[src/rtl/pwrup_pkg.sv]
package pwrup_pkg;

  typedef enum logic [1:0] {
    MD_WAIT = 2'b00,
    MD_HW   = 2'b01,
    MD_SW   = 2'b10
  } pmode_e;

  localparam logic [1:0] SPD_SINGLE = 2'b00;
  localparam logic [1:0] SPD_DOUBLE = 2'b01;

endpackage

[src/rtl/pwrup_rst_sync.sv]
module pwrup_rst_sync #(
  parameter int STAGES = 2
) (
  input  logic clk,
  input  logic rst_n,
  output logic rst_ns
);

  logic [STAGES-1:0] sync_q;

  always_ff @(posedge clk or negedge rst_n) begin
    if (!rst_n) sync_q <= '0;
    else        sync_q <= {sync_q[STAGES-2:0], 1'b1};
  end

  assign rst_ns = sync_q[STAGES-1];

endmodule

[src/rtl/pwrup_frame_cnt.sv]
module pwrup_frame_cnt #(
  parameter int BASE_WAIT = 512,
  parameter int CNT_W     = 12
) (
  input  logic       clk,
  input  logic       rst_n,
  input  logic       run,
  input  logic       tick,
  input  logic [1:0] speed,
  output logic       expire
);
  import pwrup_pkg::*;

  localparam logic [CNT_W-1:0] LIM_1X = CNT_W'(BASE_WAIT - 1);
  localparam logic [CNT_W-1:0] LIM_2X = CNT_W'(2 * BASE_WAIT - 1);
  localparam logic [CNT_W-1:0] LIM_4X = CNT_W'(4 * BASE_WAIT - 1);

  logic [CNT_W-1:0] cnt_q, cnt_d;
  logic [CNT_W-1:0] limit;
  logic             at_lim;
  logic             cnt_en;

  always_comb begin
    case (speed)
      SPD_SINGLE: limit = LIM_1X;
      SPD_DOUBLE: limit = LIM_2X;
      default:    limit = LIM_4X;
    endcase
  end

  assign at_lim = (cnt_q >= limit);
  assign cnt_en = run && tick && !at_lim;
  assign expire = run && tick && at_lim;

  always_comb begin
    cnt_d = cnt_q;
    if (cnt_en) cnt_d = cnt_q + 1'b1;
  end

  always_ff @(posedge clk or negedge rst_n) begin
    if (!rst_n)      cnt_q <= '0;
    else if (cnt_en) cnt_q <= cnt_d;
  end

  AST_CNT_SATURATES: assert property (@(posedge clk) disable iff (!rst_n)
    cnt_q <= LIM_4X) else $error("count beyond quad limit");

  AST_CNT_NO_WRAP: assert property (@(posedge clk) disable iff (!rst_n)
    (cnt_q != '0) |=> (cnt_q != '0)) else $error("count wrapped");

endmodule

[src/rtl/pwrup_mode_fsm.sv]
module pwrup_mode_fsm (
  input  logic             clk,
  input  logic             rst_n,
  input  logic             expire,
  input  logic             cp_en_wr,
  output pwrup_pkg::pmode_e mode_q,
  output logic             enter_hw
);
  import pwrup_pkg::*;

  pmode_e mode_d;

  always_comb begin
    mode_d = mode_q;
    case (mode_q)
      MD_WAIT: begin
        if (cp_en_wr)    mode_d = MD_SW;
        else if (expire) mode_d = MD_HW;
      end
      MD_HW:   if (cp_en_wr) mode_d = MD_SW;
      MD_SW:   mode_d = MD_SW;
      default: mode_d = MD_WAIT;
    endcase
  end

  assign enter_hw = (mode_q == MD_WAIT) && (mode_d == MD_HW);

  always_ff @(posedge clk or negedge rst_n) begin
    if (!rst_n) mode_q <= MD_WAIT;
    else        mode_q <= mode_d;
  end

  AST_SW_STICKY: assert property (@(posedge clk) disable iff (!rst_n)
    (mode_q == MD_SW) |=> (mode_q == MD_SW)) else $error("left software mode");

  AST_WRITE_WINS: assert property (@(posedge clk) disable iff (!rst_n)
    (cp_en_wr && mode_q != MD_SW) |=> (mode_q == MD_SW)) else $error("write ignored");

  AST_HW_FROM_WAIT: assert property (@(posedge clk) disable iff (!rst_n)
    (mode_q != MD_HW) |=> ((mode_q != MD_HW) || $past(mode_q == MD_WAIT))) else $error("bad hw entry");

  AST_LEGAL_CODE: assert property (@(posedge clk) disable iff (!rst_n)
    mode_q != 2'b11) else $error("illegal mode code");

endmodule

[src/rtl/pwrup_cfg_sel.sv]
module pwrup_cfg_sel #(
  parameter int CFG_W = 5
) (
  input  logic             clk,
  input  logic             rst_n,
  input  pwrup_pkg::pmode_e mode,
  input  logic             enter_hw,
  input  logic [CFG_W-1:0] pins,
  input  logic [CFG_W-1:0] reg_cfg,
  input  logic             reg_pdn,
  output logic [CFG_W-1:0] eff_cfg,
  output logic             low_power
);
  import pwrup_pkg::*;

  logic [CFG_W-1:0] pin_q;

  always_ff @(posedge clk or negedge rst_n) begin
    if (!rst_n)        pin_q <= '0;
    else if (enter_hw) pin_q <= pins;
  end

  always_comb begin
    case (mode)
      MD_HW: begin eff_cfg = pin_q;   low_power = 1'b0;    end
      MD_SW: begin eff_cfg = reg_cfg; low_power = reg_pdn; end
      default: begin eff_cfg = '0;    low_power = 1'b1;    end
    endcase
  end

  AST_PINS_HELD: assert property (@(posedge clk) disable iff (!rst_n)
    (mode == MD_HW) |=> $stable(pin_q)) else $error("pins re-sampled");

  AST_WAIT_LOW_POWER: assert property (@(posedge clk) disable iff (!rst_n)
    (mode == MD_WAIT) |-> (low_power && eff_cfg == '0)) else $error("wait outputs");

endmodule

[src/rtl/pwrup_mode_seq.sv]
module pwrup_mode_seq #(
  parameter int BASE_WAIT = 512,
  parameter int CNT_W     = 12,
  parameter int CFG_W     = 5
) (
  input  logic             clk,
  input  logic             rst_n,
  input  logic             lrck_tick,
  input  logic [1:0]       speed_sel,
  input  logic             cp_en_wr,
  input  logic [CFG_W-1:0] mode_pins,
  input  logic [CFG_W-1:0] reg_cfg,
  input  logic             reg_pdn,
  output logic             low_power,
  output logic [1:0]       active_mode,
  output logic [CFG_W-1:0] eff_cfg
);
  import pwrup_pkg::*;

  logic   rst_ns;
  logic   expire;
  logic   enter_hw;
  pmode_e mode;

  pwrup_rst_sync #(.STAGES(2)) u_rst (
    .clk    (clk),
    .rst_n  (rst_n),
    .rst_ns (rst_ns)
  );

  pwrup_frame_cnt #(.BASE_WAIT(BASE_WAIT), .CNT_W(CNT_W)) u_cnt (
    .clk    (clk),
    .rst_n  (rst_ns),
    .run    (mode == MD_WAIT),
    .tick   (lrck_tick),
    .speed  (speed_sel),
    .expire (expire)
  );

  pwrup_mode_fsm u_fsm (
    .clk      (clk),
    .rst_n    (rst_ns),
    .expire   (expire),
    .cp_en_wr (cp_en_wr),
    .mode_q   (mode),
    .enter_hw (enter_hw)
  );

  pwrup_cfg_sel #(.CFG_W(CFG_W)) u_cfg (
    .clk       (clk),
    .rst_n     (rst_ns),
    .mode      (mode),
    .enter_hw  (enter_hw),
    .pins      (mode_pins),
    .reg_cfg   (reg_cfg),
    .reg_pdn   (reg_pdn),
    .eff_cfg   (eff_cfg),
    .low_power (low_power)
  );

  assign active_mode = mode;

endmodule

[config.mk]
export PLATFORM = sky130hd
export DESIGN_NAME = pwrup_mode_seq
export DESIGN_NICKNAME = d
export VERILOG_FILES = /design/src/rtl/pwrup_pkg.sv /design/src/rtl/pwrup_rst_sync.sv /design/src/rtl/pwrup_frame_cnt.sv /design/src/rtl/pwrup_mode_fsm.sv /design/src/rtl/pwrup_cfg_sel.sv /design/src/rtl/pwrup_mode_seq.sv
export SDC_FILE = /design/constraint.sdc
export NUM_CORES = 1
export LEC_CHECK = 0
export BUFFER_PORTS_ARGS = -buffer_cell sky130_fd_sc_hd__buf_2
export CAP_MARGIN = 25
export CORE_MARGIN = 4
export CORE_UTILIZATION = 25
export DETAILED_ROUTE_END_ITERATION = 10
export SYNTH_ARGS = -nofsm -noshare
export SYNTH_HDL_FRONTEND = slang
export SYNTH_SLANG_ARGS = --single-unit
[constraint.sdc]
create_clock -name clk -period 1.4 [get_ports clk]
set_clock_uncertainty 0.15 [all_clocks]
set_input_delay 0.21 -clock clk [delete_from_list [all_inputs] [get_ports clk]]
set_output_delay 0.21 -clock clk [all_outputs]
set_load 0.01 [all_outputs]
==> results of run 1 <==
-- critical path: cells and delay by family (launching register included) --
kind	cells	cell delay, ps
and+or+nand+nor	2	690
DFF	1	440
AOI/OAI and AO/OA	1	320
muxes	1	290
adders and majority gates	1	190
buffers and inverters	1	170
-- routing by layer --
metal	up-vias	share of wire
li1	510	-
met1	480	0.42
met2	20	0.52
met3	2	0.044
met4	0	0.0089
met5	-	0
-- through the flow --
step	hold WS, ps	worst slack, ps	area, um^2	utilization	power (mW)
CTS	28.37	-965.1	1961	0.4503	1.204
finish	33.04	-974.0	2066	0.4744	1.190
global placement	-155.2	-980.0	1664	0.3822	0.7889
detailed placement	-152.0	-1015	1664	0.3822	0.7996
floorplan	-235.6	-1000	1201	-	0.7175
global route	27.58	-1056	2066	0.4744	1.255
-- power by group --
| part | internal, mW | switching (mW) |
|---|---|---|
| Combinational | 0.0894 | 0.0648 |
| Clock | 0.198 | 0.190 |
| Sequential | 0.631 | 0.0164 |
| Total | 0.919 | 0.271 |
-- synth_stat cells (2+ instances only) --
master   instances  area, um^2
nand4_1          3       18.77
nor3_1           4       20.02
nor4_1           4       25.02
nor2_1           3       11.26
a21oi_1          2       10.01
nand3_1          4       20.02
inv_1            5       18.77
nand2_1          2       7.510
a22oi_1          5       37.54
ha_1             7       87.58
mux2_2           7       78.83
mux2i_1          2       20.02
nor2b_1          5       31.28
dfrtp_1         21       525.5
xor2_1           9       78.83
-- cells by family after synthesis --
family / after synthesis / synth area share
buf+inv: 5 / 0.01676
other cells: 1 / 0.003349
flops: 21 / 0.4693
xor+xnor: 9 / 0.07039
simple gates: 33 / 0.1866
compound gates: 11 / 0.08717
fa+ha+maj: 7 / 0.07821
mux: 9 / 0.08827
-- worst paths after layout --
check | to | start | slack [ps] | depth (start not counted)
max | u_cfg.pin_q[1] | u_fsm.mode_q[1] | -970 | 6
min reg2reg | u_cnt.cnt_q[2] | u_rst.sync_q[1] | 50 | 1
min | u_cfg.pin_q[3] | mode_pins[3] | 30 | 2
min in group asynchronous | u_cnt.cnt_q[2] | u_rst.sync_q[1] | 50 | 1
max in group asynchronous | u_fsm.mode_q[0] | u_rst.sync_q[1] | 840 | 1
max reg2reg | u_cfg.pin_q[1] | u_fsm.mode_q[1] | -970 | 6
-- layout make-up --
type	instances	area, um^2	area share
clock buffer	3	41.29	0.01999
timing repair buffer	73	541.8	0.2623
inverter	5	18.77	0.009085
tap	52	65.06	0.03150
multi-input combinational	70	867.1	0.4197
sequential	21	526.8	0.2550
clock inverter	1	5.005	0.002423
-- state kept, by name, indices dropped and copies added (netlist names) --
| signal | count |
|---|---|
| u_rst.sync_q | 2 |
| u_fsm.mode_q | 2 |
| u_cnt.cnt_q | 12 |
| u_cfg.pin_q | 5 |
-- what timing repair did --
action                                  in CTS  in global routing
buffers inserted                             8                  8
gates resized for setup                     38                 10
pin swaps                                   21                 15
hold buffers                                 1                  0
endpoints found under the setup margin      24                 25
hold endpoints to repair                     2                  0
==> results.sh, run 1 <==
export IMPL_async_reset_ff_frac=1.000
export IMPL_avgSynthCellArea_um2=11.66
export IMPL_initial_core_util=0.2572
export IMPL_min_period_ps=2374
export IMPL_stdcell_count=225
export IMPL_met3_usage=0.01335
export IMPL_grt_ovfl_total=0
export IMPL_antenna_found_initial=0
export IMPL_synth_cells=96
export IMPL_power_per_cell_area_nw_per_um2=576.0
export IMPL_endpoint_kind="register"
export IMPL_cts_tree="yes"
export IMPL_finalHoldViolations=0
export IMPL_hpwl_um=2145
export IMPL_synthesis_nets=120
export IMPL_fillers=386
export IMPL_gr_usage_met2=0.2021
export IMPL_synth_edff_count=0
export IMPL_layout_commonest_cell="buf_4"
export IMPL_timing_fmax_mhz=421.2
export IMPL_crit_type="register to register"
export IMPL_routedWlPerCell_um=13.51
export IMPL_ys_seq_area_frac=0.4693
export IMPL_wl_um=3039
export IMPL_period_share=1.696
export IMPL_grt_start_max_net_pins=20
export IMPL_crit_slowest_cell="or4_4"
export IMPL_arrival_ps=2370
export IMPL_drt_iter0_markers=23
export IMPL_grt_total_usage=0.1143
export IMPL_numCtsBuffers=3
export IMPL_gp_congestion=0.7938
export IMPL_row_count=24
export IMPL_hp_class="input pin to register"
export IMPL_cp_cell_sequence="ha_4, nand4bb_4, or4_4, a311oi_4, buf_6, mux2_4"
export IMPL_final_layout_size_suffix_gt1_frac=0.6763
export IMPL_syn_cell_area_um2=1120
export IMPL_ys_types=28
export IMPL_die_x_um=74.93
export IMPL_syn2layout_area_growth_pct=84.47
export IMPL_vias_per_cell=4.498
export IMPL_grt_pass1_wl_um=4947
export IMPL_die_h_um=74.93
export IMPL_slew_violations=0
export IMPL_core_um2=4354
export IMPL_status="finished with violations"
export IMPL_ys_warnings_count=0
export IMPL_ir_worst_vdd_mv=0.3602
export IMPL_via_count=1012
export IMPL_layout_common_cells="buf_4, buf_2, dfrtp_1"
export IMPL_fp_dieArea_um2=5614
export IMPL_worstSkewPairLatency_ps=250
export IMPL_use_met1=0.1401
export IMPL_setup_ws_ps=-974.0
export IMPL_setup_viol=25
export IMPL_clockBufferDepth=2
export IMPL_synth_seq_cells=21
export IMPL_cts_max_level=1
export IMPL_drt_pass1_iter_count=4
export IMPL_slowest_delay_ps=510
export IMPL_top_usage_layer="met2"
export IMPL_rsz0062_at_grt="yes"
export IMPL_cts_sinks=21
export IMPL_dpl_cell_count=209
export IMPL_port_buffers=24
export IMPL_antenna_cells=0
export IMPL_first_global_vias=1058
export IMPL_maxCapViolCount=0
export IMPL_path_max_fanout=5
export IMPL_ioPinCount=25
export IMPL_cp_required_ps=1400
export IMPL_clkSlewWorstSetupHoldPaths_ps=70
export IMPL_finalSetupTns_ps=-15540
export IMPL_p_leak_nw=0.9810
export IMPL_cts_root_buf="clkbuf_8"
export IMPL_worstSetupStartpointType="register"
export IMPL_synth_ff_type="dfrtp_1"
export IMPL_ant_nets=0
export IMPL_finalNetCount=198
export IMPL_drc_errors=0
export IMPL_violations="negative setup slack"
(Power assumes the default switching activity.)
==> inputs of run 2 (changes only) <==
REMOVE_ABC_BUFFERS = 1   (was not set)
==> run 2 against run 1 <==
Effect of this change: the run still ends with negative setup slack left; critical path type unchanged; critical endpoint is now u_cfg.pin_q[3]; utilization decreased by 2.2 points; flip-flop and latch count unchanged; critical path depth unchanged.
==> results.sh, run 2 (same netlist as run 1, synthesis figures left out) <==
export IMPL_status="finished with violations"
export IMPL_violations="negative setup slack"
export IMPL_ioPinCount=25
export IMPL_p_leak_nw=0.9292
export IMPL_cts_tree="yes"
export IMPL_first_global_vias=1067
export IMPL_place_area_um2=1538
export IMPL_clkSlewWorstSetupHoldPaths_ps=70
export IMPL_setup_viol=25
export IMPL_path_max_fanout=5
export IMPL_reg_top3="u_cnt.cnt_q x12, u_cfg.pin_q x5"
export IMPL_port_buffers=24
export IMPL_maxCapViolCount=0
export IMPL_initial_core_util=0.2572
export IMPL_cts_root_buf="clkbuf_8"
export IMPL_grt_start_max_net_pins=20
export IMPL_die_x_um=74.93
export IMPL_die_h_um=74.93
export IMPL_design_area_um2=1968
export IMPL_ant_nets=0
export IMPL_core_um2=4354
export IMPL_drt_iter0_markers=14
export IMPL_slew_violations=0
export IMPL_rsz0062_at_grt="yes"
export IMPL_power_per_cell_area_nw_per_um2=600.7
export IMPL_drt_pass1_iter_count=4
export IMPL_layout_common_cells="buf_4, buf_2, dfrtp_1"
export IMPL_largest_reg_flops=12
export IMPL_fp_dieArea_um2=5614
export IMPL_cp_required_ps=1400
export IMPL_final_layout_size_suffix_gt1_frac=0.6424
export IMPL_largest_register="u_cnt.cnt_q"
export IMPL_timing_fmax_mhz=427.4
export IMPL_wl_um=2997
export IMPL_grt_pass1_wl_um=4657
export IMPL_crit_slowest_cell="or4_4"
export IMPL_met3_usage=0.01335
export IMPL_whs_ps=29.73
export IMPL_use_met1=0.1177
export IMPL_crit_type="register to register"
export IMPL_arrival_ps=2340
export IMPL_endpoint_kind="register"
export IMPL_hp_class="input pin to register"
export IMPL_vias_per_cell=4.710
export IMPL_hpwl_um=2102
export IMPL_gp_congestion=0.7923
export IMPL_antenna_found_initial=0
export IMPL_syn2layout_area_growth_pct=75.75
export IMPL_min_period_ps=2340
export IMPL_grt_ovfl_total=0
export IMPL_setup_ws_ps=-939.7
export IMPL_worstSkewPairLatency_ps=260
export IMPL_gr_usage_met2=0.2002
export IMPL_via_count=1022
export IMPL_grt_total_usage=0.1096
export IMPL_routedWlPerCell_um=13.81
export IMPL_antenna_cells=0
export IMPL_cts_sinks=21
export IMPL_cts_max_level=1
export IMPL_ir_worst_vdd_mv=0.3305
export IMPL_clockBufferDepth=2
export IMPL_period_share=1.671
export IMPL_finalNetCount=190
export IMPL_top_usage_layer="met2"
export IMPL_cp_cell_sequence="ha_2, nand4bb_1, or4_4, a311oi_4, buf_6, mux2_4"
export IMPL_finalHoldViolations=0
export IMPL_row_count=24
export IMPL_drc_errors=0
export IMPL_worstSetupStartpointType="register"
export IMPL_slowest_delay_ps=520
export IMPL_finalSetupTns_ps=-13180
export IMPL_numCtsBuffers=3
export IMPL_layout_commonest_cell="buf_4"
-- run 2: cell types whose count changed in the layout (fill, tap and decap cells not counted), sizes merged --
cell	before	now
clkbuf	3	4
clkinv	1	0
buf	72	64
-- run 2: power breakdown --
part           total [mW]  switching, mW  internal [mW]
combinational       0.144         0.0603         0.0838
sequential          0.648         0.0158          0.632
clock               0.391          0.188          0.203
-- run 2: area by class of cell --
cell class                 instances  area, um^2
inverter                           5       18.77
tap                               52       65.06
timing repair buffer              65       475.5
sequential                        21       525.5
clock buffer                       4       45.04
multi-input combinational         70       838.3
fill                             391        2386
-- run 2: critical path: cells and delay by family (launching register included) --
family	cells	cell delay [ps]
simple gates	2	710
fa+ha+maj	1	190
buf+inv	1	180
mux	1	300
compound gates	1	280
flops	1	410
-- run 2: path summary, 6_finish.rpt --
path                                 start        endpoint  slack [ps]  cells after the start
max in group asynchronous  u_rst.sync_q[1]  u_cnt.cnt_q[0]         850                      1
setup / recovery           u_fsm.mode_q[1]  u_cfg.pin_q[3]        -940                      6
setup reg to reg           u_fsm.mode_q[1]  u_cfg.pin_q[3]        -940                      6
hold / removal                mode_pins[1]  u_cfg.pin_q[1]          30                      2
min in group asynchronous  u_rst.sync_q[1]  u_cfg.pin_q[2]          50                      1
hold reg to reg            u_rst.sync_q[1]  u_cfg.pin_q[2]          50                      1
-- run 2: per-stage QoR --
step | instances | worst slack [ps] | power, mW | utilization
after global placement | 203 | -983.4 | 0.7780 | 0.3532
after detailed placement | 203 | -1036 | 0.7859 | 0.3532
final | 217 | -939.7 | 1.182 | 0.4520
after CTS | 210 | -973.8 | 1.197 | 0.3885
after floorplan | 96 | -1052 | 0.7090 | -
after global routing | 217 | -1016 | 1.244 | 0.4520
-- run 2: repair_timing --
action / CTS / global route
hold endpoints to repair: 2 / 0
setup buffers: 2 / 8
resized for setup: 20 / 40
hold buffers: 1 / 0
gates cloned: 0 / 0
pin swaps: 7 / 22
setup endpoints to repair: 24 / 24
-- run 2: layer usage --
metal | part of all wire | vias to the layer above
li1 | - | 498
met1 | 0.39 | 496
met2 | 0.54 | 23
met3 | 0.043 | 5
met4 | 0.019 | 0
met5 | 0 | -
